## src/rtl/segcache_pkg.sv

```systemverilog
package segcache_pkg;
  localparam int ADDR_W = 32;
  localparam int WORD_W = 32;
  localparam int RAW_LIM_W = 20;
  localparam int PAGE_SH = 12;

  // attribute byte bit positions
  localparam int ATTR_CODE = 3;
  localparam int ATTR_WR = 1;

  typedef struct packed {
    logic latchSel;
    logic capLow;
    logic commit;
    logic hiWord;
  } dpStrobe_t;

  typedef enum logic [2:0] {
    S_IDLE, S_CHECK, S_RD_LO, S_RD_HI, S_DONE
  } ldState_t;

  function automatic logic [ADDR_W-1:0] scaleLimit(
      input logic [RAW_LIM_W-1:0] raw, input logic gran);
    if (gran) scaleLimit = {raw, {PAGE_SH{1'b1}}};
    else scaleLimit = {{(ADDR_W-RAW_LIM_W){1'b0}}, raw};
  endfunction
endpackage

```

## src/rtl/segCtrl.sv

```systemverilog
module segCtrl
  import segcache_pkg::*;
(
  input  logic      clk,
  input  logic      rstN,
  input  logic      ldValid,
  input  logic      tableOverrun,
  input  logic      memRdReady,
  output dpStrobe_t strobe,
  output logic      busy,
  output logic      memRdValid,
  output logic      ldDone,
  output logic      ldFault
);
  ldState_t state, stateNxt;
  logic faultQ;

  always_comb begin
    stateNxt = state;
    strobe = '0;
    memRdValid = 1'b0;
    unique case (state)
      S_IDLE: if (ldValid) begin
        strobe.latchSel = 1'b1;
        stateNxt = S_CHECK;
      end
      S_CHECK: stateNxt = tableOverrun ? S_DONE : S_RD_LO;
      S_RD_LO: begin
        memRdValid = 1'b1;
        if (memRdReady) begin
          strobe.capLow = 1'b1;
          stateNxt = S_RD_HI;
        end
      end
      S_RD_HI: begin
        memRdValid = 1'b1;
        strobe.hiWord = 1'b1;
        if (memRdReady) begin
          strobe.commit = 1'b1;
          stateNxt = S_DONE;
        end
      end
      S_DONE: stateNxt = S_IDLE;
      default: stateNxt = S_IDLE;
    endcase
  end

  always_ff @(posedge clk) begin
    if (!rstN) begin
      state <= S_IDLE;
      faultQ <= 1'b0;
    end else begin
      state <= stateNxt;
      if (state == S_IDLE && ldValid) faultQ <= 1'b0;
      else if (state == S_CHECK && tableOverrun) faultQ <= 1'b1;
    end
  end

  assign busy = (state != S_IDLE);
  assign ldDone = (state == S_DONE);
  assign ldFault = ldDone & faultQ;
endmodule

```

## src/rtl/segDatapath.sv

```systemverilog
module segDatapath
  import segcache_pkg::*;
#(
  parameter int SEL_W = 16,
  parameter int TLIM_W = 16
) (
  input  logic              clk,
  input  logic              rstN,
  input  dpStrobe_t         strobe,
  input  logic [SEL_W-1:0]  ldSelector,
  input  logic [ADDR_W-1:0] gdtBase,
  input  logic [TLIM_W-1:0] gdtLimit,
  input  logic [ADDR_W-1:0] ldtBase,
  input  logic [TLIM_W-1:0] ldtLimit,
  input  logic [WORD_W-1:0] memRdData,
  input  logic              accValid,
  input  logic [ADDR_W-1:0] accOffset,
  input  logic              accWrite,
  output logic              tableOverrun,
  output logic [ADDR_W-1:0] memRdAddr,
  output logic              segValid,
  output logic [1:0]        segRpl,
  output logic              accRspValid,
  output logic [ADDR_W-1:0] accLinAddr,
  output logic              accFault
);
  localparam int IDX_W = SEL_W - 3;
  localparam int OFS_W = IDX_W + 3;
  localparam int CMP_W = (OFS_W > TLIM_W) ? OFS_W : TLIM_W;

  logic [IDX_W-1:0]  selIdx;
  logic [1:0]        selRpl;
  logic [ADDR_W-1:0] tblBase;
  logic [TLIM_W-1:0] tblLimit;
  logic [WORD_W-1:0] lowWord;

  logic [ADDR_W-1:0] cBase;
  logic [ADDR_W-1:0] cLimit;
  logic [7:0]        cAttr;
  logic [1:0]        cRpl;
  logic              cValid;

  // descriptor field extraction (low word captured, high word live)
  logic [ADDR_W-1:0]    newBase;
  logic [RAW_LIM_W-1:0] newRawLim;
  logic                 newGran;
  logic [7:0]           newAttr;
  assign newBase   = {memRdData[31:24], memRdData[7:0], lowWord[31:16]};
  assign newRawLim = {memRdData[19:16], lowWord[15:0]};
  assign newGran   = memRdData[23];
  assign newAttr   = memRdData[15:8];

  logic [CMP_W-1:0] lastByte, limWide;
  assign lastByte = CMP_W'({selIdx, 3'b111});
  assign limWide  = CMP_W'(tblLimit);
  assign tableOverrun = lastByte > limWide;

  assign memRdAddr = tblBase + ADDR_W'({selIdx, 3'b000})
                   + (strobe.hiWord ? ADDR_W'(4) : ADDR_W'(0));

  always_ff @(posedge clk) begin
    if (!rstN) begin
      selIdx <= '0;
      selRpl <= '0;
      tblBase <= '0;
      tblLimit <= '0;
      lowWord <= '0;
    end else begin
      if (strobe.latchSel) begin
        selIdx <= ldSelector[SEL_W-1:3];
        selRpl <= ldSelector[1:0];
        tblBase <= ldSelector[2] ? ldtBase : gdtBase;
        tblLimit <= ldSelector[2] ? ldtLimit : gdtLimit;
      end
      if (strobe.capLow) lowWord <= memRdData;
    end
  end

  always_ff @(posedge clk) begin
    if (!rstN) begin
      cBase <= '0;
      cLimit <= '0;
      cAttr <= '0;
      cRpl <= '0;
      cValid <= 1'b0;
    end else if (strobe.commit) begin
      cBase <= newBase;
      cLimit <= scaleLimit(newRawLim, newGran);
      cAttr <= newAttr;
      cRpl <= selRpl;
      cValid <= 1'b1;
    end
  end

  logic writeOk, overLimit, faultNow;
  assign writeOk = !cAttr[ATTR_CODE] && cAttr[ATTR_WR];
  assign overLimit = accOffset > cLimit;
  assign faultNow = !cValid || overLimit || (accWrite && !writeOk);

  always_ff @(posedge clk) begin
    if (!rstN) begin
      accRspValid <= 1'b0;
      accLinAddr <= '0;
      accFault <= 1'b0;
    end else begin
      accRspValid <= accValid;
      if (accValid) begin
        accLinAddr <= cBase + accOffset;
        accFault <= faultNow;
      end
    end
  end

  assign segValid = cValid;
  assign segRpl = cRpl;
endmodule

```

## src/rtl/segDescCache.sv

```systemverilog
module segDescCache
  import segcache_pkg::*;
#(
  parameter int SEL_W = 16,
  parameter int TLIM_W = 16
) (
  input  logic              clk,
  input  logic              rstN,
  input  logic              ldValid,
  input  logic [SEL_W-1:0]  ldSelector,
  input  logic [31:0]       gdtBase,
  input  logic [TLIM_W-1:0] gdtLimit,
  input  logic [31:0]       ldtBase,
  input  logic [TLIM_W-1:0] ldtLimit,
  output logic              busy,
  output logic              ldDone,
  output logic              ldFault,
  output logic              memRdValid,
  input  logic              memRdReady,
  output logic [31:0]       memRdAddr,
  input  logic [31:0]       memRdData,
  input  logic              accValid,
  input  logic [31:0]       accOffset,
  input  logic              accWrite,
  output logic              accRspValid,
  output logic [31:0]       accLinAddr,
  output logic              accFault,
  output logic              segValid,
  output logic [1:0]        segRpl
);
  dpStrobe_t strobe;
  logic tableOverrun;

  segCtrl u_ctrl (
    .clk(clk), .rstN(rstN), .ldValid(ldValid),
    .tableOverrun(tableOverrun), .memRdReady(memRdReady),
    .strobe(strobe), .busy(busy), .memRdValid(memRdValid),
    .ldDone(ldDone), .ldFault(ldFault)
  );

  segDatapath #(.SEL_W(SEL_W), .TLIM_W(TLIM_W)) u_dp (
    .clk(clk), .rstN(rstN), .strobe(strobe), .ldSelector(ldSelector),
    .gdtBase(gdtBase), .gdtLimit(gdtLimit), .ldtBase(ldtBase),
    .ldtLimit(ldtLimit), .memRdData(memRdData), .accValid(accValid),
    .accOffset(accOffset), .accWrite(accWrite),
    .tableOverrun(tableOverrun), .memRdAddr(memRdAddr),
    .segValid(segValid), .segRpl(segRpl), .accRspValid(accRspValid),
    .accLinAddr(accLinAddr), .accFault(accFault)
  );
endmodule

```

## config.mk

```make
export PLATFORM = sky130hd
export DESIGN_NAME = segDescCache
export DESIGN_NICKNAME = d
export VERILOG_FILES = /design/src/rtl/segcache_pkg.sv /design/src/rtl/segCtrl.sv /design/src/rtl/segDatapath.sv /design/src/rtl/segDescCache.sv
export SDC_FILE = /design/constraint.sdc
export NUM_CORES = 1
export LEC_CHECK = 0
export BUFFER_PORTS_ARGS = -buffer_cell sky130_fd_sc_hd__buf_2
export CORE_MARGIN = 5
export CORE_UTILIZATION = 30
export DETAILED_ROUTE_END_ITERATION = 10
export GPL_TIMING_DRIVEN = 0
export HOLD_SLACK_MARGIN = 0.15
export SYNTH_ARGS = -nofsm -noshare
export SYNTH_HDL_FRONTEND = slang
export SYNTH_SLANG_ARGS = --single-unit
```

## constraint.sdc

```tcl
create_clock -name clk -period 4.5 [get_ports clk]
set_input_delay 0.9 -clock clk [delete_from_list [all_inputs] [get_ports clk]]
set_output_delay 0.9 -clock clk [all_outputs]
set_load 0.01 [all_outputs]
```

==> flow_metrics.env <==
export IMPL_area_delta_synth_final_pct=26.58
export IMPL_die_x_um=204.1
export IMPL_crit_path_max_fanout=6
export IMPL_yosys_cell_types_count=59
export IMPL_syn_num_nets=1676
export IMPL_dr_total_vias=11030
export IMPL_ir_drop_mv=0.2665
export IMPL_nets=1964
export IMPL_cp_start_kind="flop"
export IMPL_max_stage_delay_ns=0.39
export IMPL_slew_headroom=0.1588
export IMPL_die_area_um2=41650
export IMPL_grt_usage=0.1785
export IMPL_clk_latency_ns=0.55
export IMPL_clk_pin_slew_ns=0.06
export IMPL_initial_core_util=0.3022
export IMPL_synthCells=1402
export IMPL_rsz0062_at_grt="true"
export IMPL_timing_final_setup_violations=0
export IMPL_yosysSeqAreaShare=0.3578
export IMPL_worst_slack_ns=0.04340
export IMPL_layout_common_cells="buf_2 (251), nand2_1 (215), dfxtp_1 (200)"
export IMPL_worst_pin_slew_ns=1.244
export IMPL_ys_seq_elements=202
export IMPL_arrival_ns=3.56
export IMPL_cp_end_kind="output port"
export IMPL_grt_pass1_vias=10670
export IMPL_crit_family="compound AO/OA/AOI/OAI gates"
export IMPL_switchingPower_mw=1.588
export IMPL_cts_buffers=26
export IMPL_cts_hold_buf=0
export IMPL_final_util=0.3825
export IMPL_final_common_cell="buf_2"
export IMPL_grt_max_degree=14
export IMPL_path_cells="inv_4 > nor2_4 > and2_4 > ha_4 > fa_2 > a21o_1 > a211oi_2 > o21ai_2 > o41ai_4 > o2111ai_2 > a21oi_4 > buf_6 > nor2_2 > xor2_1 > buf_2"
export IMPL_finalMaxSlewViolations=0
export IMPL_p_per_area_nw_per_um2=369.4
export IMPL_required_ns=3.60
export IMPL_antenna_found_initial=3
export IMPL_seq_power_share=0.382
export IMPL_stdcell_count=2221
export IMPL_io_buffers=251
export IMPL_drt_antenna_violating_nets=0
export IMPL_layout_drive_gt1_share=0.1995
export IMPL_dp_cells=2164
export IMPL_grt_overflow=0
export IMPL_dpl_cell_area_um2=13200
export IMPL_wl_per_cell_um=17.56
export IMPL_p_int_mw=3.696
export IMPL_drc=0
export IMPL_fp_row_count=71
export IMPL_status="finished, final reports clean"
export IMPL_cap_viol_max_count=0
export IMPL_synth_area_per_cell_um2=8.061
export IMPL_wl_um=39000
export IMPL_cts_sinks=202
export IMPL_fin_crit_sh=0.9904
export IMPL_clock_path_buffers=3
export IMPL_core_area_um2=37400
export IMPL_ys_async_sr_fraction=0
export IMPL_hpwlAfterDp_um=31370
export IMPL_cts_root_buf="clkbuf_16"
export IMPL_gp_congestion=0.9115
export IMPL_pin_count=255
export IMPL_synth_edf_count=0
export IMPL_syn_area_um2=11300
export IMPL_crit_buf_inv=3
export IMPL_htreeDepth=1
export IMPL_dp_slack_ns=-0.2811
export IMPL_pwr_share_comb=0.201
export IMPL_tritoncts="yes"
export IMPL_drtIter0Drc=553
export IMPL_pwr_share_clk=0.417
export IMPL_fin_skew_ns=0.01706
export IMPL_vias_per_cell=4.964
export IMPL_regArea_um2=4051
export IMPL_swShare=0.3005
export IMPL_fin_total_pwr_mw=5.285
export IMPL_grt_pass1_wl_um=58730
export IMPL_design_area_um2=14310
export IMPL_synth_ff_type="dfxtp_1"
export IMPL_die_y_um=204.1
export IMPL_worst_path_max_delay_cell="fa_2"
export IMPL_min_period_ns=4.457
export IMPL_crit_type="flop to output port"
export IMPL_hold_violations=0
export IMPL_fmax_mhz=224.4
export IMPL_first_pass_iters=5
export IMPL_fillers=3962
export IMPL_multi_input_area_um2=6802
export IMPL_ys_warn_count=0
export IMPL_hp_class="flop to flop"
export IMPL_static_leakage_power_nw=6.179
Yosys cell counts, types with 7 or more instances:
| cell | count | share of area |
|---|---|---|
| a21o_1 | 31 | 0.021 |
| xnor2_1 | 30 | 0.023 |
| a211oi_1 | 76 | 0.050 |
| nand4_1 | 20 | 0.011 |
| buf_1 | 11 | 0.0037 |
| a31oi_1 | 8 | 0.0044 |
| inv_1 | 65 | 0.022 |
| clkbuf_1 | 71 | 0.024 |
| o21ai_1 | 8 | 0.0035 |
| nand2b_1 | 8 | 0.0044 |
| dfxtp_1 | 202 | 0.36 |
| nand2_1 | 215 | 0.071 |
| nor3_1 | 24 | 0.011 |
| xor2_1 | 18 | 0.014 |
| nor2_1 | 126 | 0.042 |
| nand3_1 | 42 | 0.019 |
| and3_1 | 7 | 0.0039 |
| mux2i_1 | 75 | 0.066 |
| a21oi_1 | 153 | 0.068 |
| o211ai_1 | 7 | 0.0047 |
| ha_1 | 90 | 0.10 |
| o21ai_0 | 31 | 0.014 |
final timing paths:
path                    startpoint                  end  slack, ns  depth (start not counted)
setup / recovery   u_ctrl.state[1]        memRdAddr[28]       0.04                         15
hold / removal    u_dp.lowWord[17]        u_dp.cBase[1]       0.45                          2
setup reg to reg     u_dp.cBase[0]  u_dp.accLinAddr[28]       1.25                         10
hold reg to reg   u_dp.lowWord[17]        u_dp.cBase[1]       0.45                          2
routing by layer:
layer / GRT usage / part of all wire / up-vias / routed length (um)
met2: 0.2983 / 0.46 / 374 / 17780
met1: 0.2284 / 0.43 / 5067 / 16940
met3: 0.03999 / 0.077 / 65 / 2987
met5: 0 / 0.00049 / - / 19
li1: - / - / 5516 / -
met4: 0.05958 / 0.033 / 4 / 1277
per-stage QoR:
stage	TNS, ns	hold slack, ns
3_3_place_gp	-1.240	0.4371
4_1_cts	-0.09057	0.4502
6_report	0	0.4493
2_1_floorplan	0	0.4312
3_5_place_dp	-1.636	0.4423
5_1_grt	-0.2023	0.4640
cells by family after synthesis:
family / Yosys count / share of synthesized area
flip-flops: 202 / 0.3578
XOR/XNOR: 48 / 0.03720
buffers and inverters: 150 / 0.05049
adder cells (fa/ha/maj): 92 / 0.1032
AO/OA/AOI/OAI: 351 / 0.1961
AND/OR/NAND/NOR: 484 / 0.1888
multiplexers: 75 / 0.06643
worst min-delay path: cells and delay by family, from the launching register on:
family | cells | cell delay [ns]
AOI/OAI and AO/OA | 1 | 0.05
and+or+nand+nor | 1 | 0.05
DFF | 1 | 0.31
area by class of cell:
class	count	area share
antenna	1	0.0001749
buffer	84	0.02257
clock buffer	33	0.04942
clock inverter	14	0.01417
inverter	66	0.01749
multi-input combinational	1050	0.4755
sequential	202	0.2832
tap	511	0.04470
timing repair buffer	260	0.09280
power groups by stage:
stage                     Clock (mW)  Combinational [mW]  Sequential (mW)
after global placement             0                1.03             2.05
after floorplan                    0               0.638             2.03
after detailed placement           0                1.03             2.05
after global routing            2.33                1.19             2.03
after CTS                       2.25                1.06             2.01
final                           2.20                1.06             2.02
registers in the layout, summed over array words and instances, names as in the netlist:
register and count:
u_dp.accLinAddr 32, u_dp.lowWord 32, u_dp.accRspValid 1, u_dp.tblBase 32, u_ctrl.state 3, u_dp.selRpl 2
u_dp.accFault 1, u_dp.cLimit 32, u_dp.cBase 32, u_ctrl.faultQ 1, u_dp.cAttr 2, u_dp.selIdx 13
u_dp.segRpl 2, u_dp.limWide 16, u_dp.segValid 1
repair_timing:
| item | in CTS | in global routing |
|---|---|---|
| pin swaps | 8 | 3 |
| setup buffers | 7 | 2 |
| setup endpoints to repair | 17 | 14 |
| resized for setup | 26 | 3 |
No activity file was read; power rests on OpenSTA's default activity.
